$ cat src/rtl/coh_pkg.sv
package coh_pkg;
  typedef enum logic [2:0] {
    ST_I   = 3'd0,
    ST_S   = 3'd1,
    ST_M   = 3'd2,
    ST_CSS = 3'd3,
    ST_CSM = 3'd4
  } line_st_t;

  localparam logic [1:0] SNP_RDMISS = 2'd0;
  localparam logic [1:0] SNP_WRMISS = 2'd1;
  localparam logic [1:0] SNP_INV    = 2'd2;

  typedef struct packed {
    logic rd;
    logic rdmiss;
    logic wrmiss;
    logic inv;
  } bus_req_t;
endpackage

$ cat src/rtl/coh_next.sv
module coh_next
  import coh_pkg::*;
(
  input  line_st_t   cur,
  input  logic       is_snoop,
  input  logic [1:0] snp_kind,
  input  logic       cpu_wr,
  input  logic       tag_hit,
  input  logic       iso_found,
  output line_st_t   nxt,
  output bus_req_t   req,
  output logic       wb
);
  logic owned;
  logic hit;

  assign owned = (cur == ST_M) || (cur == ST_CSM);
  assign hit   = (cur != ST_I) && tag_hit;

  always_comb begin
    nxt = cur;
    req = '0;
    wb  = 1'b0;
    if (is_snoop) begin
      case (snp_kind)
        SNP_RDMISS: begin
          if (cur == ST_M) begin
            nxt = ST_S;
            wb  = 1'b1;
          end else if (cur == ST_CSM) begin
            nxt    = ST_CSS;
            wb     = 1'b1;
            req.rd = 1'b1;
          end
        end
        SNP_WRMISS, SNP_INV: begin
          nxt = ST_I;
          wb  = owned;
        end
        default: nxt = cur;
      endcase
    end else if (!hit) begin
      // miss: replacement of an owned line writes it back
      wb = owned;
      if (cpu_wr) begin
        nxt        = iso_found ? ST_CSM : ST_M;
        req.wrmiss = 1'b1;
      end else begin
        nxt        = iso_found ? ST_CSS : ST_S;
        req.rdmiss = 1'b1;
      end
    end else begin
      case (cur)
        ST_S: if (cpu_wr) begin
          nxt     = ST_M;
          req.inv = 1'b1;
        end
        ST_CSS: if (cpu_wr) begin
          nxt     = ST_CSM;
          req.inv = 1'b1;
        end else begin
          req.rd = 1'b1;
        end
        ST_CSM: if (cpu_wr) begin
          req.inv = 1'b1;
        end else begin
          req.rd = 1'b1;
        end
        default: nxt = cur;
      endcase
    end
  end
endmodule

$ cat src/rtl/coh_state_store.sv
module coh_state_store
  import coh_pkg::*;
#(
  parameter int LINES = 16,
  localparam int IDX_W = (LINES > 1) ? $clog2(LINES) : 1
) (
  input  logic             clk,
  input  logic             rst,
  input  logic [IDX_W-1:0] rd_idx,
  output line_st_t         rd_state,
  input  logic             we,
  input  logic [IDX_W-1:0] wr_idx,
  input  line_st_t         wr_state
);
  logic [LINES-1:0] vld_q;
  line_st_t         mem [LINES];

  // reset only clears the valid vector so the state array can map to RAM
  always_ff @(posedge clk) begin
    if (rst) vld_q <= '0;
    else if (we) vld_q[wr_idx] <= 1'b1;
  end

  always_ff @(posedge clk) begin
    if (we) mem[wr_idx] <= wr_state;
  end

  assign rd_state = vld_q[rd_idx] ? mem[rd_idx] : ST_I;

  assert_reset_invalid_R1: assert property (@(posedge clk) disable iff (rst)
    $past(rst) |-> (rd_state == ST_I));
endmodule

$ cat src/rtl/coh_line_ctrl.sv
module coh_line_ctrl
  import coh_pkg::*;
#(
  parameter int LINES = 16,
  localparam int IDX_W = (LINES > 1) ? $clog2(LINES) : 1
) (
  input  logic             clk,
  input  logic             rst,
  input  logic             cpu_req,
  input  logic             cpu_wr,
  input  logic             cpu_tag_hit,
  input  logic             cpu_iso_found,
  input  logic [IDX_W-1:0] cpu_idx,
  input  logic             snp_req,
  input  logic [1:0]       snp_kind,
  input  logic [IDX_W-1:0] snp_idx,
  output logic             bus_rd,
  output logic             bus_rdmiss,
  output logic             bus_wrmiss,
  output logic             bus_inv,
  output logic             wb,
  output logic             upd_vld,
  output logic [IDX_W-1:0] upd_idx,
  output logic [2:0]       upd_state
);
  logic             ev;
  logic [IDX_W-1:0] ev_idx;
  line_st_t         cur_st;
  line_st_t         nxt_st;
  line_st_t         prev_st_q;
  bus_req_t         req;
  logic             wb_c;

  // snoop wins; a colliding CPU access is dropped
  assign ev     = snp_req || cpu_req;
  assign ev_idx = snp_req ? snp_idx : cpu_idx;

  coh_state_store #(.LINES(LINES)) u_store (
    .clk      (clk),
    .rst      (rst),
    .rd_idx   (ev_idx),
    .rd_state (cur_st),
    .we       (ev),
    .wr_idx   (ev_idx),
    .wr_state (nxt_st)
  );

  coh_next u_next (
    .cur       (cur_st),
    .is_snoop  (snp_req),
    .snp_kind  (snp_kind),
    .cpu_wr    (cpu_wr),
    .tag_hit   (cpu_tag_hit),
    .iso_found (cpu_iso_found),
    .nxt       (nxt_st),
    .req       (req),
    .wb        (wb_c)
  );

  always_ff @(posedge clk) begin
    if (rst) begin
      bus_rd     <= 1'b0;
      bus_rdmiss <= 1'b0;
      bus_wrmiss <= 1'b0;
      bus_inv    <= 1'b0;
      wb         <= 1'b0;
      upd_vld    <= 1'b0;
      upd_idx    <= '0;
      upd_state  <= ST_I;
      prev_st_q  <= ST_I;
    end else begin
      bus_rd     <= ev && req.rd;
      bus_rdmiss <= ev && req.rdmiss;
      bus_wrmiss <= ev && req.wrmiss;
      bus_inv    <= ev && req.inv;
      wb         <= ev && wb_c;
      upd_vld    <= ev;
      upd_idx    <= ev_idx;
      upd_state  <= nxt_st;
      prev_st_q  <= cur_st;
    end
  end

  assert_req_onehot_R2: assert property (@(posedge clk) disable iff (rst)
    $onehot0({bus_rd, bus_rdmiss, bus_wrmiss, bus_inv}));

  assert_quiet_idle_R2: assert property (@(posedge clk) disable iff (rst)
    !upd_vld |-> !(bus_rd || bus_rdmiss || bus_wrmiss || bus_inv || wb));

  assert_rdmiss_target_R3: assert property (@(posedge clk) disable iff (rst)
    bus_rdmiss |-> (upd_state == ST_S || upd_state == ST_CSS));

  assert_wrmiss_target_R4: assert property (@(posedge clk) disable iff (rst)
    bus_wrmiss |-> (upd_state == ST_M || upd_state == ST_CSM));

  assert_wb_owner_R5: assert property (@(posedge clk) disable iff (rst)
    wb |-> (prev_st_q == ST_M || prev_st_q == ST_CSM));

  assert_rdmsg_cs_R7: assert property (@(posedge clk) disable iff (rst)
    bus_rd |-> ((prev_st_q == ST_CSS || prev_st_q == ST_CSM) &&
                (upd_state == ST_CSS || upd_state == ST_CSM)));

  assert_inv_upgrade_R6: assert property (@(posedge clk) disable iff (rst)
    bus_inv |-> ((upd_state == ST_M || upd_state == ST_CSM) && prev_st_q != ST_M));
endmodule

$ cat config.mk
export PLATFORM = sky130hd
export DESIGN_NAME = coh_line_ctrl
export DESIGN_NICKNAME = d
export VERILOG_FILES = /design/src/rtl/coh_pkg.sv /design/src/rtl/coh_next.sv /design/src/rtl/coh_state_store.sv /design/src/rtl/coh_line_ctrl.sv
export SDC_FILE = /design/constraint.sdc
export NUM_CORES = 1
export LEC_CHECK = 0
export CORE_MARGIN = 2
export CORE_UTILIZATION = 45
export DETAILED_ROUTE_END_ITERATION = 10
export DONT_BUFFER_PORTS = 1
export HOLD_SLACK_MARGIN = 0.15
export MAX_ROUTING_LAYER = met4
export PLACE_DENSITY = 0.66
export RECOVER_POWER = 25
export SYNTH_ARGS = -nofsm -noshare
export SYNTH_HDL_FRONTEND = slang
export SYNTH_SLANG_ARGS = --single-unit
$ cat constraint.sdc
create_clock -name clk -period 5 [get_ports clk]
set_input_delay 0.5 -clock clk [delete_from_list [all_inputs] [get_ports clk]]
set_output_delay 0.5 -clock clk [all_outputs]
set_load 0.1 [all_outputs]
==> flow_summary.toml, run 1 <==
[status]
status = "finished clean"

[finish]
antennaDiodeCount = 0
area_growth_pct = 7.166
drive_gt1_share_pct = 19.39
final_cell_mix = "nor2_1 (61), edfxtp_1 (48), dfxtp_1 (29)"
final_nets = 278
final.fill_count = 654
layout_commonest_cell = "nor2_1"

[critical_path]
crit_start = "snp_req"
r2r_start = "u_store.mem[11][2]"
cp-start-kind = "input port"
r2r_slack_ns = 2.12
cp_data_arrival_time_ns = 3.60
critical_path.endpoint = "u_store.mem[7][0]"
path_class = "in -> reg"
rr_endpoint = "u_store.mem[7][0]"
r2r.worst_path.cells = 7
cp-end-kind = "register"
cp_max_fo = 28
cp.required_ns = 4.99

[yosys]
ys_ff_latch = 77
synthFlopType = "edfxtp_1"
syn_nets = 277
yosys.area.top_type = "edfxtp_1"
synth_top_area_share_pct = 42.12
ys_types = 52
synth_area_leaders = "edfxtp_1 (42%), dfxtp_1 (17%), mux4_2 (7.9%)"
synth_edf_count = 48
syn-cell-area_um2 = 3422
synthArstFlopShare_pct = 0
syn_area_per_cell_um2 = 13.32
synth-warning-count = 0
synth_cells = 257
ys_seq_area_share_pct = 59.09

[route]
vias = 2102
drt-wirelength-per-cell_um = 18.83
finalWirelength_um = 6817
vias_per_cell = 5.807
ant_nets = 0
drt-pass1-iter-count = 4
first_iter_violations = 130
drc = 0

[job]
maxCapViolCount = 0

[pwr]
leakage_nw = 1.213
powerDensity_nw_per_um2 = 358.3
vdd_drop_max_v = 0.0001249

[floorplan]
rows = 31
die_h_um = 91.21
core_area_um2 = 7292
die_width_um = 91.21
die_area_um2 = 8318
pin_count = 30
start_util_pct = 46.93

[place]
dpl_worst_slack_ns = 1.479
routabilityCongestion = 0.8109
dp_hpwl_um = 4764
io_buffers = 0

[cts]
clock_latency_ns = 0.36
cts_max_level = 3
postCtsSetupRepairBufs = 0
tritoncts = "built"
cts_hold_buf = 0
cts_sinks = 77
clk_pin_slew_worst_paths_ns = 0.09
cts_buffer_depth = 2
cts-root-buf = "clkbuf_8"
cts_buffers = 9
cts_resized = 0

[grt]
antenna_found_initial = 0
grt_overflow_total = 0
grt_pass1_vias = 2094
grt_pass1_wl_um = 11050
grt_max_degree = 30
grtUsageTotal_pct = 18.00

[sta]
rsz0062_at_grt = "no"
skew_ns = 0.01198
fin_ws_ns = 1.391
worst_pin_slew_ns = 1.147
maxSlewViolCount = 0
hold_viol_final = 0
fmax_mhz = 277.1
timing.final.crit_share_pct = 72.17
finalSetupTns_ns = 0
setup_violations = 0
holdWs_ns = 0.1991
layout_min_cycle_time_ns = 3.609
slew_headroom_pct = 23.53

[min_path]
hp-class = "in -> reg"
sequential cells by signal, summed over array words and instances (netlist names):
name and flops:
u_store.mem 48, u_store.vld_q 16, upd_idx 4, upd_state 3, bus_inv 1, bus_rd 1
bus_rdmiss 1, bus_wrmiss 1, upd_vld 1, wb 1
Yosys cell counts, types with 2 or more instances:
cell type,n
buf_6,3
a21oi_1,3
o21ai_0,2
nor2_1,61
nand2_2,2
o32ai_1,6
mux4_2,12
buf_2,2
o21ba_2,5
nand3_1,2
edfxtp_1,48
or2_2,2
ha_1,3
mux2i_1,3
nand2b_1,2
o22ai_1,2
dfxtp_1,29
inv_1,5
or3_1,2
nor2b_1,5
a22oi_2,3
a22oi_1,3
mux4_1,4
nand2_1,10
nor3_1,2
clkbuf_1,7
nand3b_1,2
o211ai_1,2
nor4b_1,2
cells by family (layout without fill, tap and decap cells):
group	count (synthesis)	in the layout	share of synthesized area, %
compound gates	37	37	9.287
xor+xnor	1	1	0.2560
fa+ha+maj	3	3	1.097
buf+inv	18	24	3.035
flops	77	77	59.09
mux	21	21	12.61
simple gates	100	100	14.62
per-layer routing:
| layer | part of all wire (%) | GRT usage, % | wire length [um] | vias up |
|---|---|---|---|---|
| met1 | 43 | 22.80 | 2957 | 1043 |
| met3 | 5.5 | 4.149 | 375 | 17 |
| met4 | 2.2 | 8.460 | 153 | 0 |
| met5 | 0 | - | 0 | - |
| met2 | 49 | 27.59 | 3330 | 69 |
| li1 | - | - | - | 973 |
metrics by stage:
stage / power (mW) / std cells / util (%) / area (um2)
2_1_floorplan: 0.8667 / 257 / - / 3422
3_3_place_gp: 0.8826 / 346 / 47.77 / 3483
3_5_place_dp: 0.8845 / 346 / 47.77 / 3483
4_1_cts: 1.322 / 362 / 50.34 / 3671
5_1_grt: 1.362 / 362 / 50.29 / 3667
6_report: 1.314 / 362 / 50.29 / 3667
final cells by class:
class	count	area (um2)	area share, %
Sequential cell	77	2022	55.13
Multi-Input combinational cell	162	1292	35.24
Clock buffer	9	123.9	3.378
Tap cell	99	123.9	3.378
Clock inverter	7	63.81	1.740
Timing Repair Buffer	3	22.52	0.6141
Inverter	5	18.77	0.5118
how the worst min path moves through the flow:
stage | from | to | slack (ns) | cells past startpoint
6_report | rst | upd_idx[0] | 0.20 | 1
5_1_grt | rst | upd_idx[0] | 0.19 | 1
2_1_floorplan | u_store.vld_q[14] | u_store.vld_q[14] | 0.43 | 2
4_1_cts | rst | u_store.vld_q[11] | 0.19 | 1
3_5_place_dp | u_store.vld_q[3] | u_store.vld_q[3] | 0.46 | 2
3_3_place_gp | u_store.vld_q[14] | u_store.vld_q[14] | 0.46 | 2
worst max-delay path: stages:
cell     delay [ns]
mux2_1         0.79
mux4_1         0.40
nor2_1         0.06
nor4_4         0.61
xor2_1         0.24
a21oi_1        0.11
o22ai_1        0.87
power breakdown:
part,leakage (nW),switching [mW],internal [mW]
combinational,0.445,0.0779,0.0564
sequential,0.678,0.0389,0.696
clock,0.0903,0.254,0.191
total,1.21,0.371,0.943
Power figures use the tool's default switching activity.
==> inputs of run 2 (changes only) <==
--- a/config.mk
+++ b/config.mk
@@ -11,7 +11,7 @@
 export DONT_BUFFER_PORTS = 1
 export HOLD_SLACK_MARGIN = 0.15
 export MAX_ROUTING_LAYER = met4
-export PLACE_DENSITY = 0.66
+export PLACE_DENSITY = 0.68
 export RECOVER_POWER = 25
 export SYNTH_ARGS = -nofsm -noshare
 export SYNTH_HDL_FRONTEND = slang
==> constraint.sdc (replaced) <==
create_clock -name clk -period 3 [get_ports clk]
set_input_delay 0.3 -clock clk [delete_from_list [all_inputs] [get_ports clk]]
set_output_delay 0.3 -clock clk [all_outputs]
set_load 0.1 [all_outputs]
==> run 2 against run 1 <==
Setup slack got worse by 1.1 ns. Cell count increased by 6.4%. Highest routed layer unchanged. Global-route usage up 1.1 points. Clock power up 96%. Combinational power rose by 110%.
==> flow_summary.toml, run 2 (synthesis results as in run 1) <==
[sta]
finalSetupTns_ns = 0
skew_ns = 0.01248
maxSlewViolCount = 0
worst_pin_slew_ns = 1.009
fmax_mhz = 373.9
slew_headroom_pct = 32.50
timing.final.crit_share_pct = 89.14
rsz0062_at_grt = "no"
hold_viol_final = 0
fin_ws_ns = 0.3258
layout_min_cycle_time_ns = 2.674
setup_violations = 0

[grt]
grt_pass1_wl_um = 11710
grt_pass1_vias = 2208
grt_overflow_total = 0
grtUsageTotal_pct = 19.09
grt_max_degree = 28
antenna_found_initial = 0

[finish]
largest_register_ffs = 48
regMostFlops = "u_store.mem"
final.fill_count = 618
multi_input_area_um2 = 1329
final_cell_mix = "nor2_1 (61), edfxtp_1 (48), dfxtp_1 (29)"
seq_area_um2 = 2022
final_nets = 301
area_growth_pct = 15.21
antennaDiodeCount = 0
reg.largest.list = "u_store.mem x48, u_store.vld_q x16, upd_idx x4"
drive_gt1_share_pct = 24.48
layout_commonest_cell = "nor2_1"

[critical_path]
critPathTopFamily = "simple AND/OR/NAND/NOR gates"
cp_data_arrival_time_ns = 2.71
cp-end-kind = "register"
cpMostUsedCell = "nor2_1"
cp_max_fo = 27
path_cells = "dlygate4sd3_1 -> nand2_1 -> o22a_1 -> nor2_1 -> nor4_4 -> nor2_1 -> nor4b_1 -> o31ai_4"
cp-start-kind = "input port"
cpPeakStageDelay_ns = 0.65
cp.required_ns = 3.03
critPathBufInv = 1
path_class = "in -> reg"
slowest_stage = "nor4b_1"

[pwr]
combinationalPowerShare_pct = 11.9
power_switching_mw = 0.5930
leakage_nw = 1.355
vdd_drop_max_v = 0.0003394
internal_power_mw = 1.787
powerDensity_nw_per_um2 = 603.7
clockPowerShare_pct = 36.7
seq_power_share_pct = 51.4
p_sw_share_pct = 24.92

[cts]
cts_max_level = 3
cts_buffer_depth = 2
cts_sinks = 77
tritoncts = "built"
clock_latency_ns = 0.35
cts_buffers = 9
cts-root-buf = "clkbuf_8"
clk_pin_slew_worst_paths_ns = 0.07

[status]
status = "finished clean"

[floorplan]
start_util_pct = 46.93
die_area_um2 = 8318
die_width_um = 91.21
core_area_um2 = 7292
die_h_um = 91.21
rows = 31
pin_count = 30

[min_path]
hp-class = "in -> reg"

[place]
dp_hpwl_um = 4896
io_buffers = 0
dpl_worst_slack_ns = -0.1608
routabilityCongestion = 0.8181

[route]
finalWirelength_um = 7298
vias = 2144
drt-wirelength-per-cell_um = 18.96
drc = 0
ant_nets = 0
drt-pass1-iter-count = 4
vias_per_cell = 5.569
first_iter_violations = 113

[job]
maxCapViolCount = 0
[run 2: cell count changes in the layout (fill, tap and decap cells not counted), moves of 2 or more]
cell	before	now
bufinv_16	0	2
mux2_1	2	0
buf_4	3	18
inv_8	2	0
clkinvlp_4	2	0
dlygate4sd3_1	0	7
[run 2: cell type report]
class                      count  share of cell area [%]
timing repair buffer          26                   5.712
clock inverter                 5                   2.095
tap                           99                   3.142
sequential                    77                   51.29
clock buffer                  11                   3.586
multi-input combinational    162                   33.70
inverter                       5                  0.4760
[run 2: per-layer routing]
layer | part of all wire (%) | wire length [um] | vias up | track usage, %
met5 | 0 | 0 | - | -
met4 | 1.3 | 97 | 0 | 7.955
met2 | 49 | 3592 | 73 | 30.19
met1 | 44 | 3230 | 1046 | 24.68
met3 | 5.2 | 377 | 8 | 3.071
li1 | - | - | 1017 | -
[run 2: final timing paths]
check	start	to	slack [ns]	depth (start not counted)
max	snp_req	u_store.mem[0][2]	0.33	8
max reg2reg	u_store.mem[10][2]	u_store.mem[0][2]	0.44	6
min reg2reg	u_store.vld_q[14]	u_store.vld_q[14]	0.47	2
min	cpu_idx[1]	upd_idx[1]	0.18	2
[run 2: stage by stage]
| stage | instance area [um2] | utilization (%) | hold slack, ns | instances | power, mW |
|---|---|---|---|---|---|
| after floorplan | 3435 | - | 0.4348 | 257 | 1.447 |
| after global placement | 3628 | 49.76 | 0.3764 | 362 | 1.509 |
| after detailed placement | 3628 | 49.76 | 0.3775 | 362 | 1.513 |
| after CTS | 3923 | 53.79 | 0.1607 | 385 | 2.389 |
| after global routing | 3943 | 54.07 | 0.1949 | 385 | 2.469 |
| final | 3943 | 54.07 | 0.1755 | 385 | 2.380 |
[run 2: power groups by stage]
stage	Sequential (mW)	Combinational [mW]	Clock [mW]
2_1_floorplan	1.24	0.203	0
3_5_place_dp	1.25	0.265	0
6_report	1.22	0.282	0.874
5_1_grt	1.23	0.309	0.934
3_3_place_gp	1.25	0.262	0
4_1_cts	1.22	0.278	0.887
[run 2: repair_timing]
item	4_1_cts	5_1_grt
hold buffers	7	0
gates resized for setup	0	2
buffers inserted	0	0
endpoints found under the setup margin	0	32
endpoints found under the hold margin	27	0
==> inputs of run 3 (changes only) <==
--- a/config.mk
+++ b/config.mk
@@ -11,8 +11,9 @@
 export DONT_BUFFER_PORTS = 1
 export HOLD_SLACK_MARGIN = 0.15
 export MAX_ROUTING_LAYER = met4
-export PLACE_DENSITY = 0.68
+export PLACE_DENSITY = 0.66
 export RECOVER_POWER = 25
 export SYNTH_ARGS = -nofsm -noshare
 export SYNTH_HDL_FRONTEND = slang
+export SYNTH_HIERARCHICAL = 1
 export SYNTH_SLANG_ARGS = --single-unit
==> constraint.sdc (replaced) <==
create_clock -name clk -period 2.8 [get_ports clk]
set_input_delay 0.28 -clock clk [delete_from_list [all_inputs] [get_ports clk]]
set_output_delay 0.28 -clock clk [all_outputs]
set_load 0.01 [all_outputs]
==> run 3 against run 2 <==
Count of clock-buffer cells in the layout did not move. Utilization fell by 1.2 points. Register-to-register slack got worse by 0.30 ns. Final area fell by 3.8%. Critical path depth rose by 3. Die area fell by 3.0%. Via count fell by 7.5%. Clock skew fell by 0.0037 ns. Combinational power fell by 18%. Synthesized area fell by 3.2%. Hold slack got worse by 0.0062 ns. Critical path type unchanged. Highest routed layer unchanged.
==> flow_summary.toml, run 3 <==
[status]
status = "finished clean"

[pwr]
leakage_nw = 1.366
powerDensity_nw_per_um2 = 613.9
vdd_drop_max_v = 0.0002261
power_mw = 2.327

[cts]
clock_latency_ns = 0.34
tritoncts = "built"
postCtsSetupRepairBufs = 0
cts_max_level = 3
cts_buffers = 9
cts_buffer_depth = 2
clk_pin_slew_worst_paths_ns = 0.08
cts_sinks = 77
cts-root-buf = "clkbuf_8"

[place]
routabilityCongestion = 0.7795
dp_hpwl_um = 4420
io_buffers = 0
placed_area_um2 = 3531
dp_cells = 349

[route]
vias = 1984
drc = 0
ant_nets = 0
drt-wirelength-per-cell_um = 17.23
drt-pass1-iter-count = 4
vias_per_cell = 5.391
first_iter_violations = 140
finalWirelength_um = 6340

[critical_path]
cp_max_fo = 16
path_class = "in -> reg"
cp.required_ns = 3.00
cp-start-kind = "input port"
cp_data_arrival_time_ns = 2.86
cp-end-kind = "register"

[finish]
reg.largest.list = "u_store/mem x48, u_store/vld_q x16, upd_idx x4"
drive_gt1_share_pct = 20.45
fin_cells = 368
final_nets = 284
regMostFlops = "u_store/mem"
fin_area_um2 = 3791
area_growth_pct = 14.43
layout_commonest_cell = "edfxtp_1"
fin_util_pct = 52.83
largest_register_ffs = 48
final_cell_mix = "edfxtp_1 (48), nor2_1 (47), dfxtp_1 (29)"
antennaDiodeCount = 0

[yosys]
syn-cell-area_um2 = 3313
ys_seq_area_share_pct = 61.03
synth_most_common_cell = "edfxtp_1"
syn_area_per_cell_um2 = 13.92
yosys.area.top_type = "edfxtp_1"
ys_types = 44
synth-warning-count = 6
synthArstFlopShare_pct = 0
synth_area_leaders = "edfxtp_1 (44%), dfxtp_1 (18%), mux4_1 (11%)"
synth_cells = 238
synth_common_cells = "edfxtp_1 (48), nor2_1 (47), dfxtp_1 (29)"
synth_edf_count = 48
ys_ff_latch = 77
syn_nets = 258
synth_top_area_share_pct = 43.50
synthFlopType = "edfxtp_1"

[grt]
grt_max_degree = 25
grt_pass1_wl_um = 10140
grtUsageTotal_pct = 16.93
grt_pass1_vias = 1938
grt_overflow_total = 0
antenna_found_initial = 0

[sta]
worst_pin_slew_ns = 0.9966
fmax_mhz = 375.1
setup_violations = 0
skew_ns = 0.008804
timing.final.crit_share_pct = 95.21
hold_viol_final = 0
layout_min_cycle_time_ns = 2.666
slew_headroom_pct = 33.34
maxSlewViolCount = 0
finalSetupTns_ns = 0
rsz0062_at_grt = "no"

[floorplan]
die_h_um = 89.81
start_util_pct = 46.17
rows = 31
core_area_um2 = 7176
pin_count = 30
die_width_um = 89.81
die_area_um2 = 8065

[min_path]
hp-class = "in -> reg"

[job]
maxCapViolCount = 0
## run 3: cell count changes after synthesis, sizes merged, moves of 4 or more
| cell | delta |
|---|---|
| o21ba | -4 |
| and2 | +4 |
| nand2 | -4 |
| o32ai | -5 |
| nor2 | -14 |
| clkbuf | -5 |
| and2b | +4 |
## run 3: worst paths after layout
| path | start | end | slack, ns | depth (start not counted) |
|---|---|---|---|---|
| min | cpu_wr | bus_wrmiss | 0.17 | 2 |
| max | snp_req | upd_state[1] | 0.13 | 11 |
| min reg2reg | u_store/vld_q[13] | u_store/vld_q[13] | 0.47 | 2 |
| max reg2reg | u_store/mem[1][2] | upd_state[1] | 0.14 | 10 |
## run 3: stage by stage
step | hold WS, ns | worst slack (ns)
6_report | 0.1693 | 0.1341
5_1_grt | 0.1864 | 0.01113
4_1_cts | 0.1600 | 0.1181
3_5_place_dp | 0.3505 | -0.4926
3_3_place_gp | 0.3474 | -0.3678
2_1_floorplan | 0.3443 | 0.005216
## run 3: layer usage
metal | part of all wire [%] | up-vias | wire, um | global-route usage (%)
li1 | - | 941 | - | -
met1 | 46 | 974 | 2899 | 21.82
met2 | 48 | 65 | 3063 | 26.20
met3 | 5.0 | 4 | 319 | 3.856
met4 | 0.91 | 0 | 58 | 6.923
met5 | 0 | - | 0 | -
## run 3: logic make-up (layout without fill, tap and decap cells)
logic type               after synthesis  in the layout  share of synthesized area [%]
XOR/XNOR                               1              1                         0.2644
multiplexers                          21             21                          14.12
AND/OR/NAND/NOR                       98             98                          15.29
AO/OA/AOI/OAI                         24             24                          5.250
flip-flops                            77             77                          61.03
buffers and inverters                 14             45                          2.908
adder cells (fa/ha/maj)                3              3                          1.133
## run 3: critical path: stages
cell and delay, ns:
mux2_4 0.28, buf_4 0.19, mux4_1 0.60, a22oi_2 0.23, a31oi_1 0.13, buf_4 0.18, a21oi_1 0.12, o21ai_0 0.13
a221o_2 0.44, buf_4 0.17, nor2b_1 0.12
## run 3: final cells by class
class	count	area, um2
Multi-Input combinational cell	147	1235
Timing Repair Buffer	25	195.2
Inverter	4	15.01
Clock inverter	5	58.81
Tap cell	99	123.9
Fill cell	613	3385
Sequential cell	77	2022
Clock buffer	11	141.4
## run 3: repair_timing
item	in CTS	in global routing
hold buffers	3	0
endpoints found under the hold margin	24	0
gates resized for setup	3	1
cloned	0	0
setup endpoints to repair	42	1
## run 3: where the power goes
| part | internal, mW | switching, mW |
|---|---|---|
| combinational | 0.108 | 0.122 |
| clock | 0.438 | 0.398 |
| sequential | 1.25 | 0.0161 |
| total | 1.79 | 0.536 |
